==> src/rtl/ecc_sram_pkg.sv <==
package ecc_sram_pkg;
  localparam int LANE_W = 32;
  localparam int CODE_W = 7;

  typedef enum logic [1:0] {ST_IDLE, ST_RUN, ST_DRAIN} ctl_state_e;

  // Hamming check bits: data bit i lives at the i-th non-power-of-two position.
  function automatic logic [5:0] lane_hbits(input logic [LANE_W-1:0] d);
    logic [5:0] h;
    int unsigned pos;
    h = '0;
    pos = 3;
    for (int i = 0; i < LANE_W; i++) begin
      if (d[i]) h ^= pos[5:0];
      pos++;
      if ((pos & (pos - 1)) == 0) pos++;
    end
    return h;
  endfunction

  // Mask with the data bit whose codeword position equals the syndrome.
  function automatic logic [LANE_W-1:0] lane_flip(input logic [5:0] syn);
    logic [LANE_W-1:0] m;
    int unsigned pos;
    m = '0;
    pos = 3;
    for (int i = 0; i < LANE_W; i++) begin
      if (pos[5:0] == syn) m[i] = 1'b1;
      pos++;
      if ((pos & (pos - 1)) == 0) pos++;
    end
    return m;
  endfunction

  function automatic logic [CODE_W-1:0] lane_encode(input logic [LANE_W-1:0] d);
    logic [5:0] h;
    h = lane_hbits(d);
    return {(^d) ^ (^h), h};
  endfunction
endpackage

==> src/rtl/ecc_sram_window.sv <==
module ecc_sram_window #(
  parameter int NPORT = 2,
  parameter int AW    = 20
) (
  input  logic [NPORT-1:0]    req_valid,
  input  logic [NPORT*AW-1:0] req_addr,
  input  logic [AW-1:0]       win_base,
  input  logic [AW-1:0]       win_upper,
  output logic [NPORT-1:0]    claim
);
  for (genvar p = 0; p < NPORT; p++) begin : g_port
    logic [AW-1:0] a;
    assign a        = req_addr[p*AW +: AW];
    assign claim[p] = req_valid[p] && (a >= win_base) && (a < win_upper);
  end
endmodule

==> src/rtl/ecc_sram_arb.sv <==
module ecc_sram_arb #(
  parameter  int NPORT = 2,
  localparam int IW    = (NPORT > 1) ? $clog2(NPORT) : 1
) (
  input  logic             clk,
  input  logic             rst_n,
  input  logic             en,
  input  logic [NPORT-1:0] claim,
  output logic [NPORT-1:0] ack,
  output logic [IW-1:0]    idx,
  output logic             any
);
  always_comb begin
    ack = '0;
    idx = '0;
    any = |claim;
    for (int i = NPORT - 1; i >= 0; i--) begin
      if (claim[i]) idx = IW'(i);
    end
    if (en && any) ack[idx] = 1'b1;
  end

  // an accepted port never has a lower-numbered port also claiming
  assert_fixed_prio_R2: assert property (@(posedge clk) disable iff (!rst_n)
    (ack != '0) |-> ($onehot(ack) && ((claim & (ack - NPORT'(1))) == '0)));
endmodule

==> src/rtl/ecc_sram_lane_chk.sv <==
module ecc_sram_lane_chk
  import ecc_sram_pkg::*;
(
  input  logic              chk_en,
  input  logic [LANE_W-1:0] rd_data,
  input  logic [CODE_W-1:0] rd_code,
  output logic [LANE_W-1:0] fix_data,
  output logic              ce,
  output logic              ue
);
  logic [5:0] syn;
  logic       par_err;

  always_comb begin
    syn      = rd_code[5:0] ^ lane_hbits(rd_data);
    par_err  = ^{rd_data, rd_code};
    ce       = chk_en && par_err;
    ue       = chk_en && !par_err && (syn != '0);
    fix_data = ce ? (rd_data ^ lane_flip(syn)) : rd_data;
  end

  // correction never touches more than one data bit
  always_comb begin
    assert_single_fix_R8: assert ($countones(fix_data ^ rd_data) <= 1);
  end
endmodule

==> src/rtl/ecc_sram_ctrl.sv <==
module ecc_sram_ctrl
  import ecc_sram_pkg::*;
#(
  parameter  int NPORT  = 2,
  parameter  int AW     = 20,
  parameter  int CW     = 10,
  parameter  int DW     = 256,
  parameter  int STRIDE = 16,
  localparam int LANES  = DW / LANE_W
) (
  input  logic                  clk,
  input  logic                  rst_n,
  input  logic                  cfg_we,
  input  logic                  cfg_chk_en,
  input  logic [AW-1:0]         win_base,
  input  logic [AW-1:0]         win_upper,
  input  logic [NPORT-1:0]      req_valid,
  input  logic [NPORT-1:0]      req_write,
  input  logic [NPORT*AW-1:0]   req_addr,
  input  logic [NPORT*CW-1:0]   req_bytes,
  input  logic [NPORT*DW-1:0]   req_wdata,
  input  logic [NPORT*LANES-1:0] req_lane_en,
  output logic [NPORT-1:0]      req_ack,
  output logic [NPORT-1:0]      rsp_valid,
  output logic [DW-1:0]         rsp_data,
  output logic                  rsp_ce,
  output logic                  rsp_ue,
  output logic [AW-1:0]         err_addr,
  output logic                  mem_en,
  output logic                  mem_we,
  output logic [LANES-1:0]      mem_lane_we,
  output logic [AW-1:0]         mem_addr,
  output logic [DW-1:0]         mem_wdata,
  output logic [LANES*CODE_W-1:0] mem_wcode,
  input  logic [DW-1:0]         mem_rdata,
  input  logic [LANES*CODE_W-1:0] mem_rcode
);
  localparam int IW = (NPORT > 1) ? $clog2(NPORT) : 1;

  // Reset: asserted asynchronously, released through two flops.
  logic [1:0] rst_sync_q;
  logic       rst_i_n;
  always_ff @(posedge clk or negedge rst_n) begin
    if (!rst_n) rst_sync_q <= '0;
    else        rst_sync_q <= {rst_sync_q[0], 1'b1};
  end
  assign rst_i_n = rst_sync_q[1];

  // Control state
  ctl_state_e      state_q, state_d;
  logic [IW-1:0]   gnt_q, gnt_d;
  logic            wr_q, wr_d;
  logic [AW-1:0]   addr_q, addr_d;
  logic [CW-1:0]   rem_q, rem_d;
  logic            rd_pend_q, rd_pend_d;
  logic [AW-1:0]   rd_addr_q;
  logic            chk_en_q;
  logic [DW-1:0]   wdata_q;
  logic [LANES-1:0] lane_en_q;

  logic [NPORT-1:0] claim;
  logic [IW-1:0]    win_idx;
  logic             any_claim;
  logic             load;

  ecc_sram_window #(.NPORT(NPORT), .AW(AW)) u_window (
    .req_valid (req_valid),
    .req_addr  (req_addr),
    .win_base  (win_base),
    .win_upper (win_upper),
    .claim     (claim)
  );

  ecc_sram_arb #(.NPORT(NPORT)) u_arb (
    .clk   (clk),
    .rst_n (rst_i_n),
    .en    (state_q == ST_IDLE),
    .claim (claim),
    .ack   (req_ack),
    .idx   (win_idx),
    .any   (any_claim)
  );

  assign load = (state_q == ST_IDLE) && any_claim;

  // Next-state logic
  always_comb begin
    state_d   = state_q;
    gnt_d     = gnt_q;
    wr_d      = wr_q;
    addr_d    = addr_q;
    rem_d     = rem_q;
    mem_en    = 1'b0;
    unique case (state_q)
      ST_IDLE: begin
        if (any_claim) begin
          state_d = ST_RUN;
          gnt_d   = win_idx;
          wr_d    = req_write[win_idx];
          addr_d  = req_addr[win_idx*AW +: AW];
          rem_d   = req_bytes[win_idx*CW +: CW];
        end
      end
      ST_RUN: begin
        mem_en = 1'b1;
        if (wr_q) begin
          state_d = ST_IDLE;
        end else begin
          addr_d = addr_q + AW'(STRIDE);
          if (rem_q <= CW'(STRIDE)) begin
            rem_d   = '0;
            state_d = ST_DRAIN;
          end else begin
            rem_d = rem_q - CW'(STRIDE);
          end
        end
      end
      ST_DRAIN: state_d = ST_IDLE;
      default:  state_d = ST_IDLE;
    endcase
    rd_pend_d = mem_en && !wr_q;
  end

  always_ff @(posedge clk or negedge rst_i_n) begin
    if (!rst_i_n) begin
      state_q   <= ST_IDLE;
      gnt_q     <= '0;
      wr_q      <= 1'b0;
      addr_q    <= '0;
      rem_q     <= '0;
      rd_pend_q <= 1'b0;
      chk_en_q  <= 1'b0;
    end else begin
      state_q   <= state_d;
      gnt_q     <= gnt_d;
      wr_q      <= wr_d;
      addr_q    <= addr_d;
      rem_q     <= rem_d;
      rd_pend_q <= rd_pend_d;
      if (cfg_we) chk_en_q <= cfg_chk_en;
    end
  end

  // Wide write payload: no reset, loaded on acceptance only
  always_ff @(posedge clk) begin
    if (load) begin
      wdata_q   <= req_wdata[win_idx*DW +: DW];
      lane_en_q <= req_lane_en[win_idx*LANES +: LANES];
    end
    if (mem_en) rd_addr_q <= addr_q;
  end

  assign mem_we      = mem_en && wr_q;
  assign mem_lane_we = mem_we ? lane_en_q : '0;
  assign mem_addr    = addr_q;
  assign mem_wdata   = wdata_q;

  // Per-lane encode and check
  logic [DW-1:0]    fix_data;
  logic [LANES-1:0] lane_ce, lane_ue;

  for (genvar l = 0; l < LANES; l++) begin : g_lane
    assign mem_wcode[l*CODE_W +: CODE_W] = lane_encode(wdata_q[l*LANE_W +: LANE_W]);
    ecc_sram_lane_chk u_chk (
      .chk_en   (chk_en_q),
      .rd_data  (mem_rdata[l*LANE_W +: LANE_W]),
      .rd_code  (mem_rcode[l*CODE_W +: CODE_W]),
      .fix_data (fix_data[l*LANE_W +: LANE_W]),
      .ce       (lane_ce[l]),
      .ue       (lane_ue[l])
    );
  end

  // Response stage
  logic [NPORT-1:0] rsp_valid_d;
  logic [NPORT-1:0] rsp_valid_q;
  logic             rsp_ce_q, rsp_ue_q;
  logic [AW-1:0]    err_addr_q;
  logic [DW-1:0]    rsp_data_q;

  always_comb begin
    rsp_valid_d = '0;
    if (rd_pend_q) rsp_valid_d[gnt_q] = 1'b1;
  end

  always_ff @(posedge clk or negedge rst_i_n) begin
    if (!rst_i_n) begin
      rsp_valid_q <= '0;
      rsp_ce_q    <= 1'b0;
      rsp_ue_q    <= 1'b0;
      err_addr_q  <= '0;
    end else begin
      rsp_valid_q <= rsp_valid_d;
      rsp_ce_q    <= rd_pend_q && (|lane_ce);
      rsp_ue_q    <= rd_pend_q && (|lane_ue);
      if (rd_pend_q && ((|lane_ce) || (|lane_ue))) err_addr_q <= rd_addr_q;
    end
  end

  always_ff @(posedge clk) begin
    if (rd_pend_q) rsp_data_q <= fix_data;
  end

  assign rsp_valid = rsp_valid_q;
  assign rsp_data  = rsp_data_q;
  assign rsp_ce    = rsp_ce_q;
  assign rsp_ue    = rsp_ue_q;
  assign err_addr  = err_addr_q;

  // Assertions
  for (genvar p = 0; p < NPORT; p++) begin : g_win_chk
    assert_ack_in_window_R1: assert property (@(posedge clk) disable iff (!rst_i_n)
      req_ack[p] |-> ((req_addr[p*AW +: AW] >= win_base) && (req_addr[p*AW +: AW] < win_upper)));
  end

  assert_grant_held_R3: assert property (@(posedge clk) disable iff (!rst_i_n)
    ((state_q != ST_IDLE) && $past(state_q != ST_IDLE)) |-> $stable(gnt_q));

  assert_write_single_R4: assert property (@(posedge clk) disable iff (!rst_i_n)
    (mem_en && mem_we) |=> !mem_en);

  assert_burst_stride_R5: assert property (@(posedge clk) disable iff (!rst_i_n)
    (mem_en && !mem_we && $past(mem_en && !mem_we)) |-> (mem_addr == $past(mem_addr) + AW'(STRIDE)));

  assert_rsp_onehot_R5: assert property (@(posedge clk) disable iff (!rst_i_n)
    $onehot0(rsp_valid));

  assert_chk_off_quiet_R7: assert property (@(posedge clk) disable iff (!rst_i_n)
    !chk_en_q |=> !(rsp_ce || rsp_ue));

  assert_err_capture_R10: assert property (@(posedge clk) disable iff (!rst_i_n)
    ((rsp_valid != '0) && (rsp_ce || rsp_ue)) |-> (err_addr == $past(mem_addr, 2)));
endmodule

==> config.mk <==
export PLATFORM = sky130hd
export DESIGN_NAME = ecc_sram_ctrl
export DESIGN_NICKNAME = d
export VERILOG_FILES = /design/src/rtl/ecc_sram_pkg.sv /design/src/rtl/ecc_sram_window.sv /design/src/rtl/ecc_sram_arb.sv /design/src/rtl/ecc_sram_lane_chk.sv /design/src/rtl/ecc_sram_ctrl.sv
export SDC_FILE = /design/constraint.sdc
export NUM_CORES = 2
export LEC_CHECK = 0
export BUFFER_PORTS_ARGS = -buffer_cell sky130_fd_sc_hd__buf_2
export CAP_MARGIN = 40
export CORE_AREA = 2 2 605 607
export CTS_CLUSTER_DIAMETER = 40
export CTS_CLUSTER_SIZE = 12
export DETAILED_ROUTE_END_ITERATION = 8
export DIE_AREA = 0 0 607 609
export GPL_TIMING_DRIVEN = 1
export SLEW_MARGIN = 20
export SYNTH_ARGS = -nofsm -noshare
export SYNTH_HDL_FRONTEND = slang
export SYNTH_SLANG_ARGS = --single-unit
export TNS_END_PERCENT = 10
==> constraint.sdc <==
create_clock -name clk -period 3 [get_ports clk]
set_input_delay 0.3 -clock clk [delete_from_list [all_inputs] [get_ports clk]]
set_output_delay 0.3 -clock clk [all_outputs]
set_load 0.01 [all_outputs]
==> flow_summary.toml <==
[job]
cap_violations = 0

[worst_setup_path]
path_delay_family = "XOR/XNOR gates"
cpPeakStageDelay_ps = 560
worstPathRequired_ps = 2700
cp_common_cell = "xnor2_2"
path_buf_inv = 1
path_max_fanout = 3
cp.arrival_ps = 3330
path_class = "reg2out"
timing.rr.start = "state_q[0]$_DFFE_PN0P_"
cp-end-kind = "primary output"
cp-startpoint = "mem_wdata[35]$_DFFE_PP_"
slowest_stage = "xnor3_2"
startpoint_type = "register"
path_cells = "xnor2_2 -> xnor2_2 -> xnor2_2 -> xnor3_2 -> xor3_1 -> xor2_2 -> buf_2"

[yosys]
yosys_warnings = 0
syn-cell-area_um2 = 38800
synth_compound_area_share_pct = 2.74
synthSimpleGateAreaFrac_pct = 6.99
synthArstFlopShare_pct = 10.3
syn_nets = 4217
synth.most_common_cell = "xnor2_1"
muxShareOfSynthArea_pct = 9.15
synthCells = 3188
yosysTopAreaCell = "edfxtp_1"
synth_top_family_by_area = "XOR/XNOR gates"
synth_area_leaders = "edfxtp_1 42%, xnor2_1 20%, xor2_1 9.5%, mux2_2 7.7%, dfrtp_1 4.0%"
ys_top_cells_by_count = "880 x xnor2_1, 540 x edfxtp_1, 421 x xor2_1"
synth-seq-cells = 602
netlist.area_leader.share_pct = 41.7
synth_edf_count = 540
syn_avg_cell_area_um2 = 12.2
synth_top_flop_cell = "edfxtp_1"
synth_xor_area_share_pct = 31.6
synth-adder-area-share_pct = 2.61
ys_seq_area_share_pct = 45.7
synth_cell_types = 73

[placed_design]
port_buffers = 1571
gp_congestion = 1.10
dp.cells = 10300
place_hpwl_um = 303000

[clock_network]
clockRootBuffer = "clkbuf_16"
cts_inserted_buffers = 157
cts_tree = "done"
clkTransAtPathRegs_ps = 50
cts_buffer_depth = 4
clkLatencyLatePin_ps = 830
cts.sinks = 602
cts.htree.levels = 4

[floorplanning]
fp-row-count = 222
die_area_um2 = 370000
die_h_um = 609
core_area_um2 = 364000
die_w_um = 607
ios = 1572
initial_core_util_pct = 10.7

[finish]
nNetsFinal = 7540
area_growth_pct = 92.5
fillCellCount = 39800
final_layout_size_suffix_gt1_share_pct = 48.5
fin_cells = 11600
final_util_pct = 20.6

[timing]
fin_crit_sh_pct = 121
finClkSkew_ps = 53.9
rsz0062_at_grt = "yes"
max_freq_mhz = 275
period_minus_slack_ps = 3630
final_max_slew_viol_count = 0
worst_slew_pin_slew_ps = 783
finalHoldViolCount = 0
max_slew_margin_pct = 47.8
setup_viol = 47
worst_slack_ps = -633

[pwr]
vdd_drop_max_uv = 656
cellPowerDensity_nw_per_um2 = 855
power_leakage_nw = 31.3
finalPower_mw = 63.9

[routing]
drc = 0
antenna_left = 0
drt_iter0_drc = 3835
wl_per_cell_um = 29.7
via_per_inst = 3.55
drt_first_pass_iters = 5
vias = 41200
wl_um = 345000

[run_status]
outcome = "complete, but fails checks"
violations = "negative setup slack"

[worst_hold_path]
worstHoldStart = "req_wdata[176]"
hold_path_class = "in2reg"

[global_route]
antenna_found_initial = 300
grt_max_degree = 105
grt_first_pass_wirelength_um = 427000
grt_usage_pct = 17.9
grt_pass1_vias = 40300
overflow = 0
power by group:
| group | leakage, nW | internal (mW) | switching (mW) | total, mW |
|---|---|---|---|---|
| Sequential | 5.70 | 11.0 | 1.45 | 12.4 |
| Combinational | 23.0 | 15.5 | 18.2 | 33.7 |
| Clock | 2.61 | 11.6 | 6.26 | 17.8 |
| Total | 31.3 | 38.0 | 25.9 | 63.9 |
flip-flops by register name (all words and copies together), names as in the netlist, 2 cells and up:
signal	count
rem_q	10
mem_wdata	256
err_addr	20
rd_addr_q	20
lane_en_q	8
rsp_valid	2
rst_sync_q	2
rsp_data	256
state_q	2
mem_addr	20
cell type report:
class                   count  area, um2  area share [%]
diodes                    156        390           0.522
clock buffers             177       4040            5.41
clock inverters           110       1370            1.83
inverters                  57        226           0.303
multi-input cells        2475      22100            29.5
flip-flops and latches    602      17800            23.8
well taps                4816       6030            8.06
repair buffers           3218      22900            30.6
cells in the final DEF (no fill, tap or decap), drive strengths merged, types with 36 or more instances in the layout:
cell type,instances
nand2,87
edfxtp,540
nor2,274
xor2,425
inv,79
clkinv,54
ha,81
or2,39
dlygate4sd3,792
diode,156
buf,2425
clkbuf,177
nand2b,47
xnor2,893
mux2,285
a21oi,36
dfrtp,62
stage by stage:
step                      hold WS [ps]  worst slack, ps  setup TNS, ps  cell area [um2]
after floorplan                   4.41            -3460       -1091500            38900
after global placement            86.5            -1190        -316930            58700
after detailed placement          92.3            -1160        -314200            58700
after CTS                        0.709             -636          -8520            73500
after global routing              2.99             -702         -12600            74600
final                             37.3             -633          -5790            74800
worst paths after layout:
kind                                            endpoint  slack [ps]  cells after the start
min in group asynchronous        rst_sync_q[1]$_DFF_PN0_         360                      3
worst max-delay path                       mem_wcode[13]        -630                      7
worst max register to register      rem_q[2]$_DFFE_PN0P_         590                      6
max in group asynchronous        err_addr[2]$_DFFE_PN0P_        2080                      2
worst min register to register   rst_sync_q[1]$_DFF_PN0_         360                      0
worst min-delay path            mem_wdata[176]$_DFFE_PP_          40                      2
layer usage:
| metal | vias to the layer above | wire length (um) | track usage, % |
|---|---|---|---|
| met4 | 144 | 16000 | 6.82 |
| met1 | 20000 | 149000 | 23.4 |
| met2 | 2432 | 139000 | 25.6 |
| met3 | 697 | 40200 | 7.87 |
| li1 | 17900 | - | - |
| met5 | - | 915 | 0.0392 |
cell families after synthesis:
family / Yosys count
mux: 312
xor+xnor: 1344
fa+ha+maj: 81
flops: 602
simple gates: 577
other cells: 1
buf+inv: 111
compound gates: 160
worst register-to-register path: cells and delay by family, from the launching register on:
family,cells,cell delay (ps)
AO/OA/AOI/OAI,2,880
buffers and inverters,2,500
AND/OR/NAND/NOR,2,510
flip-flops,1,420
repair_timing:
action / CTS / global route
cloned: 0 / 0
hold endpoints to repair: 503 / 1
gates resized for setup: 137 / 84
hold buffers: 792 / 1
setup endpoints to repair: 65 / 86
pin swaps: 85 / 67
buffers inserted: 66 / 37
(Power assumes the default switching activity.)
